`src/rtl/msi_dir_pkg.sv`:
```
package msi_dir_pkg;
    typedef enum logic [2:0] {
        ST_I, ST_S, ST_M, ST_SD, ST_SM, ST_MM, ST_MIM, ST_SSM
    } dir_state_e;

    typedef enum logic [1:0] {RQ_GETS, RQ_GETM, RQ_PUTS, RQ_PUTM} req_kind_e;

    typedef enum logic [1:0] {FW_INV, FW_GETS, FW_GETM, FW_PUTACK} fwd_kind_e;
endpackage

```
`src/rtl/msi_dir_arb.sv`:
```
module msi_dir_arb (
    input  logic mem_v,
    input  logic rsp_v,
    input  logic req_v,
    input  logic req_hold,
    output logic mem_go,
    output logic rsp_go,
    output logic req_go
);
    assign mem_go = mem_v;
    assign rsp_go = rsp_v & ~mem_v;
    assign req_go = req_v & ~mem_v & ~rsp_v & ~req_hold;
endmodule

```
`src/rtl/msi_dir_count.sv`:
```
module msi_dir_count #(
    parameter int N     = 4,
    parameter int CNT_W = 3
) (
    input  logic [N-1:0]     bits_i,
    output logic [CNT_W-1:0] cnt_o
);
    always_comb begin
        cnt_o = '0;
        for (int i = 0; i < N; i++) cnt_o = cnt_o + CNT_W'(bits_i[i]);
    end
endmodule

```
`src/rtl/msi_dir_delay.sv`:
```
module msi_dir_delay #(
    parameter int W   = 8,
    parameter int LAT = 1
) (
    input  logic         clk,
    input  logic         rst_n,
    input  logic [W-1:0] din,
    output logic [W-1:0] dout
);
    logic [W-1:0] stage_q [LAT];

    genvar g;
    generate
        for (g = 0; g < LAT; g++) begin : g_stage
            always_ff @(posedge clk or negedge rst_n) begin
                if (!rst_n) stage_q[g] <= '0;
                else if (g == 0) stage_q[g] <= din;
                else stage_q[g] <= stage_q[(g == 0) ? 0 : g - 1];
            end
        end
    endgenerate

    assign dout = stage_q[LAT-1];
endmodule

```
`src/rtl/msi_directory.sv`:
```
module msi_directory
    import msi_dir_pkg::*;
#(
    parameter int N_CACHE = 4,
    parameter int N_ENTRY = 4,
    parameter int DATA_W  = 32,
    parameter int MEM_LAT = 1,
    localparam int ID_W   = (N_CACHE > 1) ? $clog2(N_CACHE) : 1,
    localparam int IDX_W  = (N_ENTRY > 1) ? $clog2(N_ENTRY) : 1,
    localparam int CNT_W  = $clog2(N_CACHE + 1)
) (
    input  logic              clk,
    input  logic              rst_n,
    input  logic              req_valid,
    output logic              req_ready,
    input  logic [1:0]        req_type,
    input  logic [ID_W-1:0]   req_id,
    input  logic [IDX_W-1:0]  req_idx,
    input  logic [DATA_W-1:0] req_data,
    input  logic              rsp_valid,
    output logic              rsp_ready,
    input  logic [ID_W-1:0]   rsp_id,
    input  logic [IDX_W-1:0]  rsp_idx,
    input  logic [DATA_W-1:0] rsp_data,
    input  logic              mem_valid,
    output logic              mem_ready,
    input  logic              mem_ack,
    input  logic [ID_W-1:0]   mem_id,
    input  logic [IDX_W-1:0]  mem_idx,
    input  logic [DATA_W-1:0] mem_data,
    output logic              fwd_valid,
    output logic [1:0]        fwd_type,
    output logic [N_CACHE-1:0] fwd_dest,
    output logic [ID_W-1:0]   fwd_requestor,
    output logic [IDX_W-1:0]  fwd_idx,
    output logic              dat_valid,
    output logic [ID_W-1:0]   dat_dest,
    output logic [CNT_W-1:0]  dat_acks,
    output logic [IDX_W-1:0]  dat_idx,
    output logic [DATA_W-1:0] dat_data,
    output logic              mreq_valid,
    output logic              mreq_write,
    output logic [IDX_W-1:0]  mreq_idx,
    output logic [ID_W-1:0]   mreq_id,
    output logic [DATA_W-1:0] mreq_data
);
    localparam int MQ_W = 2 + IDX_W + ID_W + DATA_W;

    typedef struct packed {
        logic               fv;
        logic [1:0]         ft;
        logic [N_CACHE-1:0] fd;
        logic [ID_W-1:0]    fr;
        logic [IDX_W-1:0]   fi;
        logic               dv;
        logic [ID_W-1:0]    dd;
        logic [CNT_W-1:0]   da;
        logic [IDX_W-1:0]   di;
        logic [DATA_W-1:0]  dx;
    } reply_t;

    dir_state_e         st_q  [N_ENTRY];
    dir_state_e         st_d  [N_ENTRY];
    logic [N_CACHE-1:0] shr_q [N_ENTRY];
    logic [N_CACHE-1:0] shr_d [N_ENTRY];
    logic [N_CACHE-1:0] own_q [N_ENTRY];
    logic [N_CACHE-1:0] own_d [N_ENTRY];
    logic [CNT_W-1:0]   cnt   [N_ENTRY];
    reply_t             out_q, out_d;

    logic               m_v, m_w;
    logic [IDX_W-1:0]   m_idx;
    logic [ID_W-1:0]    m_id;
    logic [DATA_W-1:0]  m_data;
    logic [MQ_W-1:0]    mq_out;

    logic               mem_go, rsp_go, req_go, req_hold;
    dir_state_e         req_st;
    logic [N_CACHE-1:0] rbit, rest;
    logic               is_get, put_last, req_own;

    genvar e;
    generate
        for (e = 0; e < N_ENTRY; e++) begin : g_cnt
            msi_dir_count #(.N(N_CACHE), .CNT_W(CNT_W)) i_cnt (
                .bits_i(shr_q[e]), .cnt_o(cnt[e]));
        end
    endgenerate

    assign req_st   = st_q[req_idx];
    assign rbit     = N_CACHE'(1) << req_id;
    assign rest     = shr_q[req_idx] & ~rbit;
    assign is_get   = (req_type == RQ_GETS) || (req_type == RQ_GETM);
    assign req_hold = is_get && !(req_st == ST_I || req_st == ST_S || req_st == ST_M);
    assign put_last = (cnt[req_idx] == CNT_W'(1)) && |(shr_q[req_idx] & rbit);
    assign req_own  = |(own_q[req_idx] & rbit);

    msi_dir_arb i_arb (
        .mem_v(mem_valid), .rsp_v(rsp_valid), .req_v(req_valid), .req_hold(req_hold),
        .mem_go(mem_go), .rsp_go(rsp_go), .req_go(req_go));

    assign mem_ready = mem_go;
    assign rsp_ready = rsp_go;
    assign req_ready = req_go;

    always_comb begin
        for (int i = 0; i < N_ENTRY; i++) begin
            st_d[i]  = st_q[i];
            shr_d[i] = shr_q[i];
            own_d[i] = own_q[i];
        end
        out_d  = '0;
        m_v    = 1'b0;
        m_w    = 1'b0;
        m_idx  = '0;
        m_id   = '0;
        m_data = '0;
        if (mem_go) begin
            out_d.dd = mem_id;
            out_d.di = mem_idx;
            out_d.dx = mem_data;
            out_d.da = own_q[mem_idx][mem_id] ? cnt[mem_idx] : '0;
            case (st_q[mem_idx])
                ST_SM:  if (!mem_ack) begin out_d.dv = 1'b1; st_d[mem_idx] = ST_S; end
                ST_MM:  if (!mem_ack) begin
                            out_d.dv = 1'b1;
                            shr_d[mem_idx] = '0;
                            st_d[mem_idx]  = ST_M;
                        end
                ST_MIM: if (mem_ack) st_d[mem_idx] = ST_I;
                ST_SSM: if (mem_ack) st_d[mem_idx] = ST_S;
                default: ;
            endcase
        end else if (rsp_go) begin
            if (st_q[rsp_idx] == ST_SD) begin
                m_v = 1'b1; m_w = 1'b1;
                m_idx = rsp_idx; m_id = rsp_id; m_data = rsp_data;
                st_d[rsp_idx] = ST_SSM;
            end
        end else if (req_go) begin
            out_d.fi = req_idx;
            out_d.fr = req_id;
            out_d.fd = rbit;
            m_idx = req_idx; m_id = req_id; m_data = req_data;
            case (req_type)
                RQ_GETS: if (req_st == ST_M) begin
                        out_d.fv = 1'b1; out_d.ft = FW_GETS; out_d.fd = own_q[req_idx];
                        shr_d[req_idx] = shr_q[req_idx] | rbit | own_q[req_idx];
                        own_d[req_idx] = '0;
                        st_d[req_idx]  = ST_SD;
                    end else begin
                        m_v = 1'b1;
                        shr_d[req_idx] = shr_q[req_idx] | rbit;
                        st_d[req_idx]  = ST_SM;
                    end
                RQ_GETM: if (req_st == ST_M) begin
                        out_d.fv = 1'b1; out_d.ft = FW_GETM; out_d.fd = own_q[req_idx];
                        own_d[req_idx] = rbit;
                    end else begin
                        m_v = 1'b1;
                        own_d[req_idx] = rbit;
                        st_d[req_idx]  = ST_MM;
                        if (req_st == ST_S) begin
                            shr_d[req_idx] = rest;
                            out_d.fv = |rest; out_d.ft = FW_INV; out_d.fd = rest;
                        end
                    end
                default: begin
                    out_d.fv = 1'b1;
                    out_d.ft = FW_PUTACK;
                    case (req_st)
                        ST_M: if (req_type == RQ_PUTM && req_own) begin
                                m_v = 1'b1; m_w = 1'b1;
                                own_d[req_idx] = '0;
                                st_d[req_idx]  = ST_MIM;
                            end
                        ST_S: begin
                                shr_d[req_idx] = rest;
                                if (req_type == RQ_PUTS && put_last) st_d[req_idx] = ST_I;
                            end
                        ST_SD, ST_SM, ST_SSM: shr_d[req_idx] = rest;
                        default: ;
                    endcase
                end
            endcase
        end
    end

    always_ff @(posedge clk or negedge rst_n) begin
        if (!rst_n) begin
            for (int i = 0; i < N_ENTRY; i++) begin
                st_q[i]  <= ST_I;
                shr_q[i] <= '0;
                own_q[i] <= '0;
            end
            out_q <= '0;
        end else begin
            for (int i = 0; i < N_ENTRY; i++) begin
                st_q[i]  <= st_d[i];
                shr_q[i] <= shr_d[i];
                own_q[i] <= own_d[i];
            end
            out_q <= out_d;
        end
    end

    msi_dir_delay #(.W(MQ_W), .LAT(MEM_LAT)) i_mdly (
        .clk(clk), .rst_n(rst_n),
        .din({m_v, m_w, m_idx, m_id, m_data}),
        .dout(mq_out));

    assign {mreq_valid, mreq_write, mreq_idx, mreq_id, mreq_data} = mq_out;
    assign fwd_valid     = out_q.fv;
    assign fwd_type      = out_q.ft;
    assign fwd_dest      = out_q.fd;
    assign fwd_requestor = out_q.fr;
    assign fwd_idx       = out_q.fi;
    assign dat_valid     = out_q.dv;
    assign dat_dest      = out_q.dd;
    assign dat_acks      = out_q.da;
    assign dat_idx       = out_q.di;
    assign dat_data      = out_q.dx;

    // Arbitration: one slot, memory first, then cache data responses.
    p_one_grant_r2: assert property (@(posedge clk) disable iff (!rst_n)
        $onehot0({mem_ready, rsp_ready, req_ready}));
    p_mem_first_r2: assert property (@(posedge clk) disable iff (!rst_n)
        mem_valid |-> (!rsp_ready && !req_ready));
    // A data answer only follows a taken memory read completion.
    p_dat_from_mem_r3: assert property (@(posedge clk) disable iff (!rst_n)
        dat_valid |-> $past(mem_ready && !mem_ack));
    // Control messages only follow a taken cache request.
    p_fwd_from_req_r6: assert property (@(posedge clk) disable iff (!rst_n)
        fwd_valid |-> $past(req_ready));

    generate
        for (e = 0; e < N_ENTRY; e++) begin : g_chk
            p_m_one_owner_r12: assert property (@(posedge clk) disable iff (!rst_n)
                (st_q[e] == ST_M) |-> ($countones(own_q[e]) == 1 && shr_q[e] == '0));
            p_i_empty_r12: assert property (@(posedge clk) disable iff (!rst_n)
                (st_q[e] == ST_I) |-> (own_q[e] == '0 && shr_q[e] == '0));
            p_hold_no_change_r10: assert property (@(posedge clk) disable iff (!rst_n)
                (req_valid && !req_ready && !mem_valid && !rsp_valid) |=> $stable(st_q[e]));
        end
    endgenerate
endmodule

```
`config.mk`:
```
export PLATFORM = sky130hd
export DESIGN_NAME = msi_directory
export DESIGN_NICKNAME = d
export VERILOG_FILES = /design/src/rtl/msi_dir_pkg.sv /design/src/rtl/msi_dir_arb.sv /design/src/rtl/msi_dir_count.sv /design/src/rtl/msi_dir_delay.sv /design/src/rtl/msi_directory.sv
export SDC_FILE = /design/constraint.sdc
export NUM_CORES = 1
export LEC_CHECK = 0
export BUFFER_PORTS_ARGS = -buffer_cell sky130_fd_sc_hd__buf_2
export CAP_MARGIN = 20
export CORE_MARGIN = 1.5
export CORE_UTILIZATION = 52
export CTS_CLUSTER_SIZE = 20
export DETAILED_ROUTE_END_ITERATION = 8
export PLACE_DENSITY = 0.93
export REMOVE_ABC_BUFFERS = 1
export SLEW_MARGIN = 20
export SYNTH_ARGS = -nofsm -noshare
export SYNTH_HDL_FRONTEND = slang
export SYNTH_HIERARCHICAL = 1
export SYNTH_SLANG_ARGS = --single-unit
```
`constraint.sdc`:
```
create_clock -name clk -period 3.5 [get_ports clk]
set_input_delay 1.05 -clock clk [delete_from_list [all_inputs] [get_ports clk]]
set_output_delay 1.05 -clock clk [all_outputs]
set_load 0.05 [all_outputs]
```
==> results of run 1 <==
-- per-stage QoR --
step                      hold WS (ns)  power, mW  utilization  area, um^2  setup WS [ns]
after global placement           0.517       3.45        0.654        8290         -0.195
after detailed placement         0.531       3.52        0.654        8290         -0.242
after CTS                        0.546       5.43        0.709        8980       -0.00104
after global routing             0.568       5.74        0.711        9010       -0.00550
final                            0.542       5.47        0.711        9010         0.0454
after floorplan                  0.482       2.88            -        6630          -1.15
-- per-layer routing --
layer  vias to the layer above  routed length [um]  global-route usage  part of all wire
met3                       120                2420               0.103              0.12
met4                         0                 995               0.164             0.048
li1                       2674                   -                   -                 -
met2                       469                9880               0.477              0.47
met1                      2970                7640               0.391              0.37
met5                         -                   0                   0                 0
-- flip-flops by register name (all words and copies together), names as in the netlist, 3 cells and up, named ones only --
register / cells
shr_q: 16
st_q: 4
i_mdly/dout: 38
own_q: 16
dat_data: 32
fwd_dest: 4
dat_acks: 3
-- area by class of cell --
type | count | area [um^2] | area share
diodes | 1 | 2.50 | 0.000278
clock buffers | 18 | 429 | 0.0476
clock inverters | 14 | 193 | 0.0214
inverters | 27 | 101 | 0.0112
multi-input cells | 400 | 3210 | 0.356
flip-flops and latches | 133 | 3330 | 0.369
well taps | 172 | 215 | 0.0239
repair buffers | 266 | 1540 | 0.170
-- cell usage after synthesis, types with 2 or more instances --
| master | count | area share |
|---|---|---|
| a22oi_1 | 2 | 0.0022 |
| a21oi_1 | 30 | 0.022 |
| or2_2 | 2 | 0.0018 |
| mux2_2 | 18 | 0.030 |
| inv_1 | 27 | 0.015 |
| o211ai_1 | 6 | 0.0066 |
| a21o_1 | 4 | 0.0044 |
| nand3_1 | 9 | 0.0066 |
| a221o_1 | 8 | 0.012 |
| o221a_2 | 3 | 0.0050 |
| a31oi_1 | 8 | 0.0074 |
| buf_2 | 3 | 0.0022 |
| o22a_1 | 4 | 0.0052 |
| nand3b_1 | 4 | 0.0044 |
| buf_1 | 6 | 0.0033 |
| fa_1 | 4 | 0.012 |
| dfrtp_1 | 133 | 0.49 |
| o21bai_1 | 2 | 0.0022 |
| o21ai_0 | 14 | 0.010 |
| nor3b_1 | 14 | 0.015 |
| buf_4 | 2 | 0.0022 |
| mux2i_1 | 7 | 0.010 |
| clkbuf_1 | 26 | 0.014 |
| mux2_1 | 3 | 0.0050 |
| nor2_1 | 44 | 0.024 |
| nand2_1 | 35 | 0.019 |
| o22ai_1 | 8 | 0.0074 |
| a211oi_1 | 2 | 0.0022 |
| nor2b_1 | 11 | 0.010 |
| nor3_1 | 5 | 0.0037 |
| a22o_1 | 43 | 0.055 |
| mux4_2 | 26 | 0.086 |
| ha_1 | 8 | 0.015 |
| and2_1 | 41 | 0.038 |
| and3_1 | 6 | 0.0055 |
| or3_1 | 2 | 0.0018 |
| nand4b_1 | 2 | 0.0026 |
| nand2b_1 | 8 | 0.0074 |
-- what timing repair did --
item	in CTS	in global routing
resized for setup	8	1
setup endpoints to repair	1	13
pin swaps	3	4
buffers inserted	6	3
-- logic make-up after synthesis --
group	Yosys count	share of synthesized area
AOI/OAI and AO/OA	144	0.161
xor gates and xnor gates	2	0.00258
adders and majority gates	12	0.0265
buffers and inverters	65	0.0387
DFF	133	0.490
muxes	54	0.131
and+or+nand+nor	188	0.149
-- worst max-delay path: cells and delay by family --
family,cells,cell delay (ns)
and+or+nand+nor,1,0.26
AOI/OAI and AO/OA,1,0.06
muxes,2,0.49
buffers and inverters,4,0.54
-- power groups by stage --
stage	registers [mW]	logic, mW	clock network, mW
after floorplan	2.01	0.868	0
after global placement	1.91	1.54	0
after detailed placement	1.92	1.60	0
after CTS	1.90	1.65	1.89
after global routing	1.92	1.86	1.96
final	1.91	1.70	1.86
-- final timing paths --
| check | to | from | cells past startpoint | slack (ns) |
|---|---|---|---|---|
| max reg2reg | flop | shr_q[8] | 13 | 0.21 |
| min reg2reg | shr_q[1] | shr_q[1] | 1 | 0.54 |
| min | shr_q[1] | shr_q[1] | 1 | 0.54 |
| min in group asynchronous | dat_acks[1] | rst_n | 1 | 0.59 |
| max | req_ready | req_idx[0] | 8 | 0.05 |
| max in group asynchronous | dat_data[1] | rst_n | 2 | 2.12 |
-- cell usage in the layout (no fill, tap or decap), drive strengths merged, types with 7 or more instances in the layout --
cell	synthesis	layout
a21oi	30	30
a221o	8	8
a22o	43	43
a31oi	8	8
and2	42	42
buf	12	266
clkbuf	26	18
dfrtp	133	133
ha	8	8
inv	27	32
mux2	21	21
mux2i	7	7
mux4	26	26
nand2	35	35
nand2b	8	8
nand3	9	9
nor2	44	44
nor2b	11	11
nor3b	14	14
o21ai	16	16
o22ai	8	8
==> impl_metrics.yaml, run 1 <==
floorplan:
  fp.dieW_um: 117
  coreArea_mm2: 0.0127
  fp-row-count: 41
  start_util: 0.536
  ios: 208
  die_area_mm2: 0.0137
  dieHeight_um: 117
route:
  num_vias: 6233
  routed_wl_mm: 20.9
  drc: 0
  drtAntennaViolNets: 0
  first_iter_violations: 750
  wl_per_cell_um: 20.3
  vias_per_cell: 6.05
  dr.pass1.iters: 5
power:
  power.switching_mw: 1.85
  power_frac_comb: 0.311
  power.share.clock: 0.340
  seqPwrFrac: 0.349
  power.leakage_nw: 4.61
  ir_drop_mv: 0.365
  power.density_mw_per_mm2: 608
  switching_share: 0.337
  internal_power_mw: 3.63
worst_hold_path:
  hold_path_class: "flop to flop"
synth:
  synth-edff-count: 0
  yosys.cell_types.count: 56
  async_flop_share: 1.00
  netlist_area_mm2: 0.00679
  synth-seq-area-share: 0.490
  synth_warnings: 6
  synth_top_flop_cell: "dfrtp_1"
  netlist_instances: 598
  ys_seq_elements: 133
  avgSynthCellArea_um2: 11.3
timing:
  slew_headroom: 0.499
  rsz0062_at_grt: "yes"
  setup_viol: 0
  drv_slew: 0
  tns_ns: 0
  finalHoldViolations: 0
  fmax_mhz: 289
  min_period_over_period: 0.987
  fin_skew_ns: 0.00782
  tightest_slew_ns: 0.748
  fin_crit_ns: 3.45
grt:
  grt_pass1_wl_mm: 31.6
  antenna_found_initial: 1
  grt_pass1_vias: 5921
  grt_remaining_overflow: 0
  grtUsageTotal: 0.310
  grt_max_degree: 74
critical_path:
  crit_path_max_fanout: 4
  critPathLaunchType: "input pin"
  cp.required_ns: 2.45
  cp_cell_sequence: "buf_12 > buf_4 > mux2i_1 > mux2_2 > a21oi_2 > nor4b_2 > buf_4 > buf_8"
  critPathSlowestCell: "nor4b_2"
  cpMostUsedCell: "buf_4"
  slowest_delay_ns: 0.26
  cp-end-kind: "primary output"
  path_class: "input pin to primary output"
  critPathArrivalTime_ns: 2.40
placed_design:
  dpl.hpwl_mm: 15.3
  dp.cells: 989
  portBuffers: 207
  gp_congestion: 1.01
final_layout:
  nFillCells: 857
  layout.cells.non_filler: 1031
  nNetsFinal: 973
  area_growth_pct: 32.8
  drive_gt1_frac: 0.415
cts:
  cts_tree: "yes"
  cts_root_buffer: "clkbuf_16"
  htreeDepth: 4
  cts.reportedPaths.clkPinSlew_ns: 0.06
  cts_hold_buffers: 0
  clkSinkCount: 133
  insertion_delay_ns: 0.43
  numCtsBuffers: 17
  clk_path_buf_depth: 2
outcome:
  status: "finished, final reports clean"
run:
  drv_cap: 0
Power figures use the tool's default switching activity.
==> run 2, diff against run 1 <==
CORE_UTILIZATION = 56   (was 52)
PLACE_DENSITY = 0.95   (was 0.93)
REMOVE_ABC_BUFFERS = not set   (was 1)
clock period = 4.1 ns   (was 3.5 ns; I/O delays follow)
==> impl_metrics.yaml, run 2 (synthesized netlist as in run 1, its figures left out) <==
outcome:
  status: "finished, violations left"
  violations: "setup timing"
critical_path:
  cp-end-kind: "primary output"
  crit_path_max_fanout: 6
  endpoint: "req_ready"
  r2r_setup_slack_ns: 0.62
  critPathLaunchType: "input pin"
  r2r_cells: 12
  critPathArrivalTime_ns: 2.87
  r2r-start: "shr_q[12]"
  path_class: "input pin to primary output"
  cp.required_ns: 2.87
  startpoint: "req_idx[0]"
placed_design:
  portBuffers: 207
  gp_congestion: 0.996
  dpl.hpwl_mm: 14.4
  dpl_cell_area_mm2: 0.00804
route:
  drc: 0
  routed_wl_mm: 20.7
  drtAntennaViolNets: 0
  dr.pass1.iters: 8
  first_iter_violations: 840
  vias_per_cell: 6.36
  wl_per_cell_um: 21.4
  num_vias: 6154
grt:
  grtUsageTotal: 0.329
  grt_pass1_vias: 5969
  grt_remaining_overflow: 0
  antenna_found_initial: 2
  grt_pass1_wl_mm: 32.0
  grt_max_degree: 120
timing:
  tightest_slew_ns: 0.934
  hold_slack_ns: 0.547
  slew_headroom: 0.377
  setup_viol: 1
  fin_skew_ns: 0.00704
  min_period_over_period: 1.00
  worst_slack_ns: -0.000519
  fin_crit_ns: 4.10
  drv_slew: 0
  finalHoldViolations: 0
  tns_ns: -0.000519
  fmax_mhz: 244
cts:
  clkSinkCount: 133
  post_cts_buffers: 0
  cts_tree: "yes"
  cts_root_buffer: "clkbuf_16"
  htreeDepth: 4
  clk_path_buf_depth: 2
  numCtsBuffers: 17
  insertion_delay_ns: 0.43
  cts.reportedPaths.clkPinSlew_ns: 0.05
power:
  power.leakage_nw: 4.36
  power.density_mw_per_mm2: 503
  totalPowerFinal_mw: 4.32
  ir_drop_mv: 0.254
worst_hold_path:
  hold_path_class: "flop to flop"
  min_path_cells: 1
final_layout:
  layout_common_cells: "205 x buf_2, 133 x dfrtp_1, 44 x nor2_1"
  final_common_cell: "buf_2"
  postLayoutCoreUtil: 0.720
  area_growth_pct: 26.4
  nNetsFinal: 934
  largest_reg_flops: 38
  drive_gt1_frac: 0.385
  stdcell_area_mm2: 0.00858
run:
  drv_cap: 0
floorplan:
  ios: 208
  fp-row-count: 40
  start_util: 0.570
  coreArea_mm2: 0.0119
  fp.dieW_um: 113
  dieHeight_um: 113
  die_area_mm2: 0.0128
synth:
  syn_nets: 726
[run 2: cell types whose count changed in the layout (fill, tap and decap cells not counted), sizes merged]
cell	before	now
buf	266	225
diode	1	2
bufinv	3	0
clkinvlp	1	3
clkinv	5	4
inv	32	27
clkbuf	18	26
[run 2: where the power goes]
group | total [mW] | internal, mW | switching (mW) | leakage (nW)
clock | 1.36 | 0.815 | 0.546 | 0.252
sequential | 1.63 | 1.46 | 0.177 | 1.75
combinational | 1.32 | 0.562 | 0.763 | 2.36
[run 2: worst min path at each step]
| stage | from | endpoint | slack, ns |
|---|---|---|---|
| 6_report | shr_q[2] | shr_q[2] | 0.55 |
| 5_1_grt | shr_q[1] | shr_q[1] | 0.57 |
| 4_1_cts | shr_q[1] | shr_q[1] | 0.54 |
| 3_5_place_dp | shr_q[1] | shr_q[1] | 0.53 |
| 3_3_place_gp | shr_q[1] | shr_q[1] | 0.52 |
| 2_1_floorplan | shr_q[7] | shr_q[7] | 0.48 |
[run 2: layout make-up]
cell class,count,area (um^2)
multi-input combinational,400,3220
sequential,133,3330
clock buffer,24,482
fill,816,3330
clock inverter,7,50.0
tap,147,184
antenna,2,5.00
inverter,27,101
timing repair buffer,227,1210
[run 2: metrics by stage]
step           setup slack (ns)  instances
6_report              -0.000519        967
5_1_grt                 -0.0772        966
4_1_cts                  0.0512        965
3_5_place_dp            0.00374        934
3_3_place_gp              0.110        934
2_1_floorplan            -0.250        598
[run 2: routing by layer]
layer | GRT usage | up-vias | routed length, um
li1 | - | 2592 | -
met1 | 0.407 | 2933 | 7470
met2 | 0.526 | 502 | 9940
met3 | 0.0986 | 127 | 2300
met4 | 0.169 | 0 | 1010
met5 | 0 | - | 0
[run 2: timing repair]
item / in CTS / in global routing
endpoints found under the setup margin: 0 / 1
gates resized for setup: 0 / 1
hold buffers: 0 / 0
[run 2: critical path: stages]
cell      delay [ns]
buf_2           0.18
mux4_2          0.62
nand2_2         0.13
a21oi_2         0.08
nor4b_4         0.31
clkbuf_4        0.31
==> run 3, diff against run 2 <==
BUFFER_PORTS_ARGS = not set   (was -buffer_cell sky130_fd_sc_hd__buf_2)
CORE_UTILIZATION = 69   (was 56)
DONT_BUFFER_PORTS = 1   (was not set)
==> impl_metrics.yaml, run 3 (synthesized netlist as in run 1, its figures left out) <==
outcome:
  status: "finished, final reports clean"
final_layout:
  largest_reg_flops: 38
  final_common_cell: "dfrtp_1"
  nNetsFinal: 716
  layout_common_cells: "133 x dfrtp_1, 44 x nor2_1, 43 x a22o_1"
  postLayoutCoreUtil: 0.783
  area_growth_pct: 11.2
  drive_gt1_frac: 0.170
timing:
  tns_ns: 0
  slew_headroom: 0.414
  min_period_over_period: 0.955
  fin_skew_ns: 0.0111
  setup_viol: 0
  fin_crit_ns: 3.91
  tightest_slew_ns: 0.878
  finalHoldViolations: 0
  drv_slew: 0
  fmax_mhz: 255
  rsz0062_at_grt: "no"
grt:
  grt_pass1_wl_mm: 31.0
  grtUsageTotal: 0.406
  antenna_found_initial: 3
  grt_pass1_vias: 5363
  grt_max_degree: 134
  grt_remaining_overflow: 0
critical_path:
  cp.required_ns: 2.87
  r2r_cells: 13
  path_class: "input pin to primary output"
  startpoint: "req_idx[0]"
  r2r-start: "shr_q[12]"
  cp-end-kind: "primary output"
  r2r_setup_slack_ns: 0.56
  critPathArrivalTime_ns: 2.68
  endpoint: "req_ready"
  crit_path_max_fanout: 29
  critPathLaunchType: "input pin"
route:
  dr.pass1.iters: 6
  routed_wl_mm: 20.8
  drtAntennaViolNets: 0
  num_vias: 5493
  wl_per_cell_um: 28.2
  first_iter_violations: 652
  vias_per_cell: 7.44
  drc: 0
cts:
  clk_path_buf_depth: 2
  cts.reportedPaths.clkPinSlew_ns: 0.07
  insertion_delay_ns: 0.53
  numCtsBuffers: 17
  htreeDepth: 4
  clkSinkCount: 133
  cts_tree: "yes"
  cts_root_buffer: "clkbuf_8"
  cts_hold_buffers: 0
  ctsResizeCount: 0
  post_cts_buffers: 0
power:
  totalPowerFinal_mw: 4.54
  ir_drop_mv: 0.416
  power.leakage_nw: 3.43
  power.density_mw_per_mm2: 601
placed_design:
  gp_congestion: 0.966
  portBuffers: 0
  dpl.hpwl_mm: 13.5
floorplan:
  dieHeight_um: 102
  coreArea_mm2: 0.00964
  fp-row-count: 36
  die_area_mm2: 0.0104
  start_util: 0.704
  ios: 208
  fp.dieW_um: 102
run:
  drv_cap: 0
worst_hold_path:
  hold_path_class: "input pin to asynchronous set/reset pin"
synth:
  syn_nets: 726
## run 3: changes by cell type in the layout (fill, tap and decap cells not counted), moves of 3 or more
cell       delta
buf_2       -205
buf_4        -10
bufinv_16     +5
inv_6         +5
clkbuf_1      -3
## run 3: worst min path at each step
| stage | endpoint | slack, ns | startpoint |
|---|---|---|---|
| after floorplan | shr_q[7] | 0.48 | shr_q[7] |
| after global placement | shr_q[3] | 0.52 | shr_q[3] |
| after detailed placement | shr_q[7] | 0.54 | shr_q[7] |
| after CTS | dat_data[29] | 0.39 | rst_n |
| after global routing | dat_data[21] | 0.38 | rst_n |
| final | fwd_dest[1] | 0.39 | rst_n |
## run 3: where the power goes
group | internal, mW | switching [mW] | total [mW]
logic | 0.488 | 0.569 | 1.06
clock network | 1.08 | 0.610 | 1.69
registers | 1.45 | 0.337 | 1.79
total | 3.02 | 1.52 | 4.54
## run 3: layer usage
layer  share of wire  global-route usage  vias up
met3            0.13               0.127      136
met5          0.0028              0.0577        -
met4           0.061               0.236        2
li1                -                   -     2171
met1            0.33               0.506     2634
met2            0.47               0.623      550
## run 3: critical path, stage by stage
cell     delay [ns]
mux4_2         0.57
nand2_2        0.13
a21oi_2        0.08
nor4b_4        0.38
buf_4          0.29
## run 3: layout make-up
| cell class | instances | area (um^2) |
|---|---|---|
| Sequential cell | 133 | 3330 |
| Multi-Input combinational cell | 400 | 3220 |
| Fill cell | 540 | 2090 |
| Clock buffer | 19 | 432 |
| Clock inverter | 13 | 218 |
| Tap cell | 133 | 166 |
| Inverter | 27 | 101 |
| Timing Repair Buffer | 9 | 67.6 |
| Antenna cell | 4 | 10.0 |
## run 3: per-stage QoR
step / setup WS [ns] / cell area [um^2] / instances / hold WS (ns)
floorplan: -0.250 / 6820 / 598 / 0.482
finish: 0.186 / 7550 / 738 / 0.388
CTS: 0.241 / 7540 / 734 / 0.391
global placement: 0.309 / 6890 / 702 / 0.516
global route: 0.153 / 7540 / 737 / 0.382
detailed placement: 0.262 / 6890 / 702 / 0.536
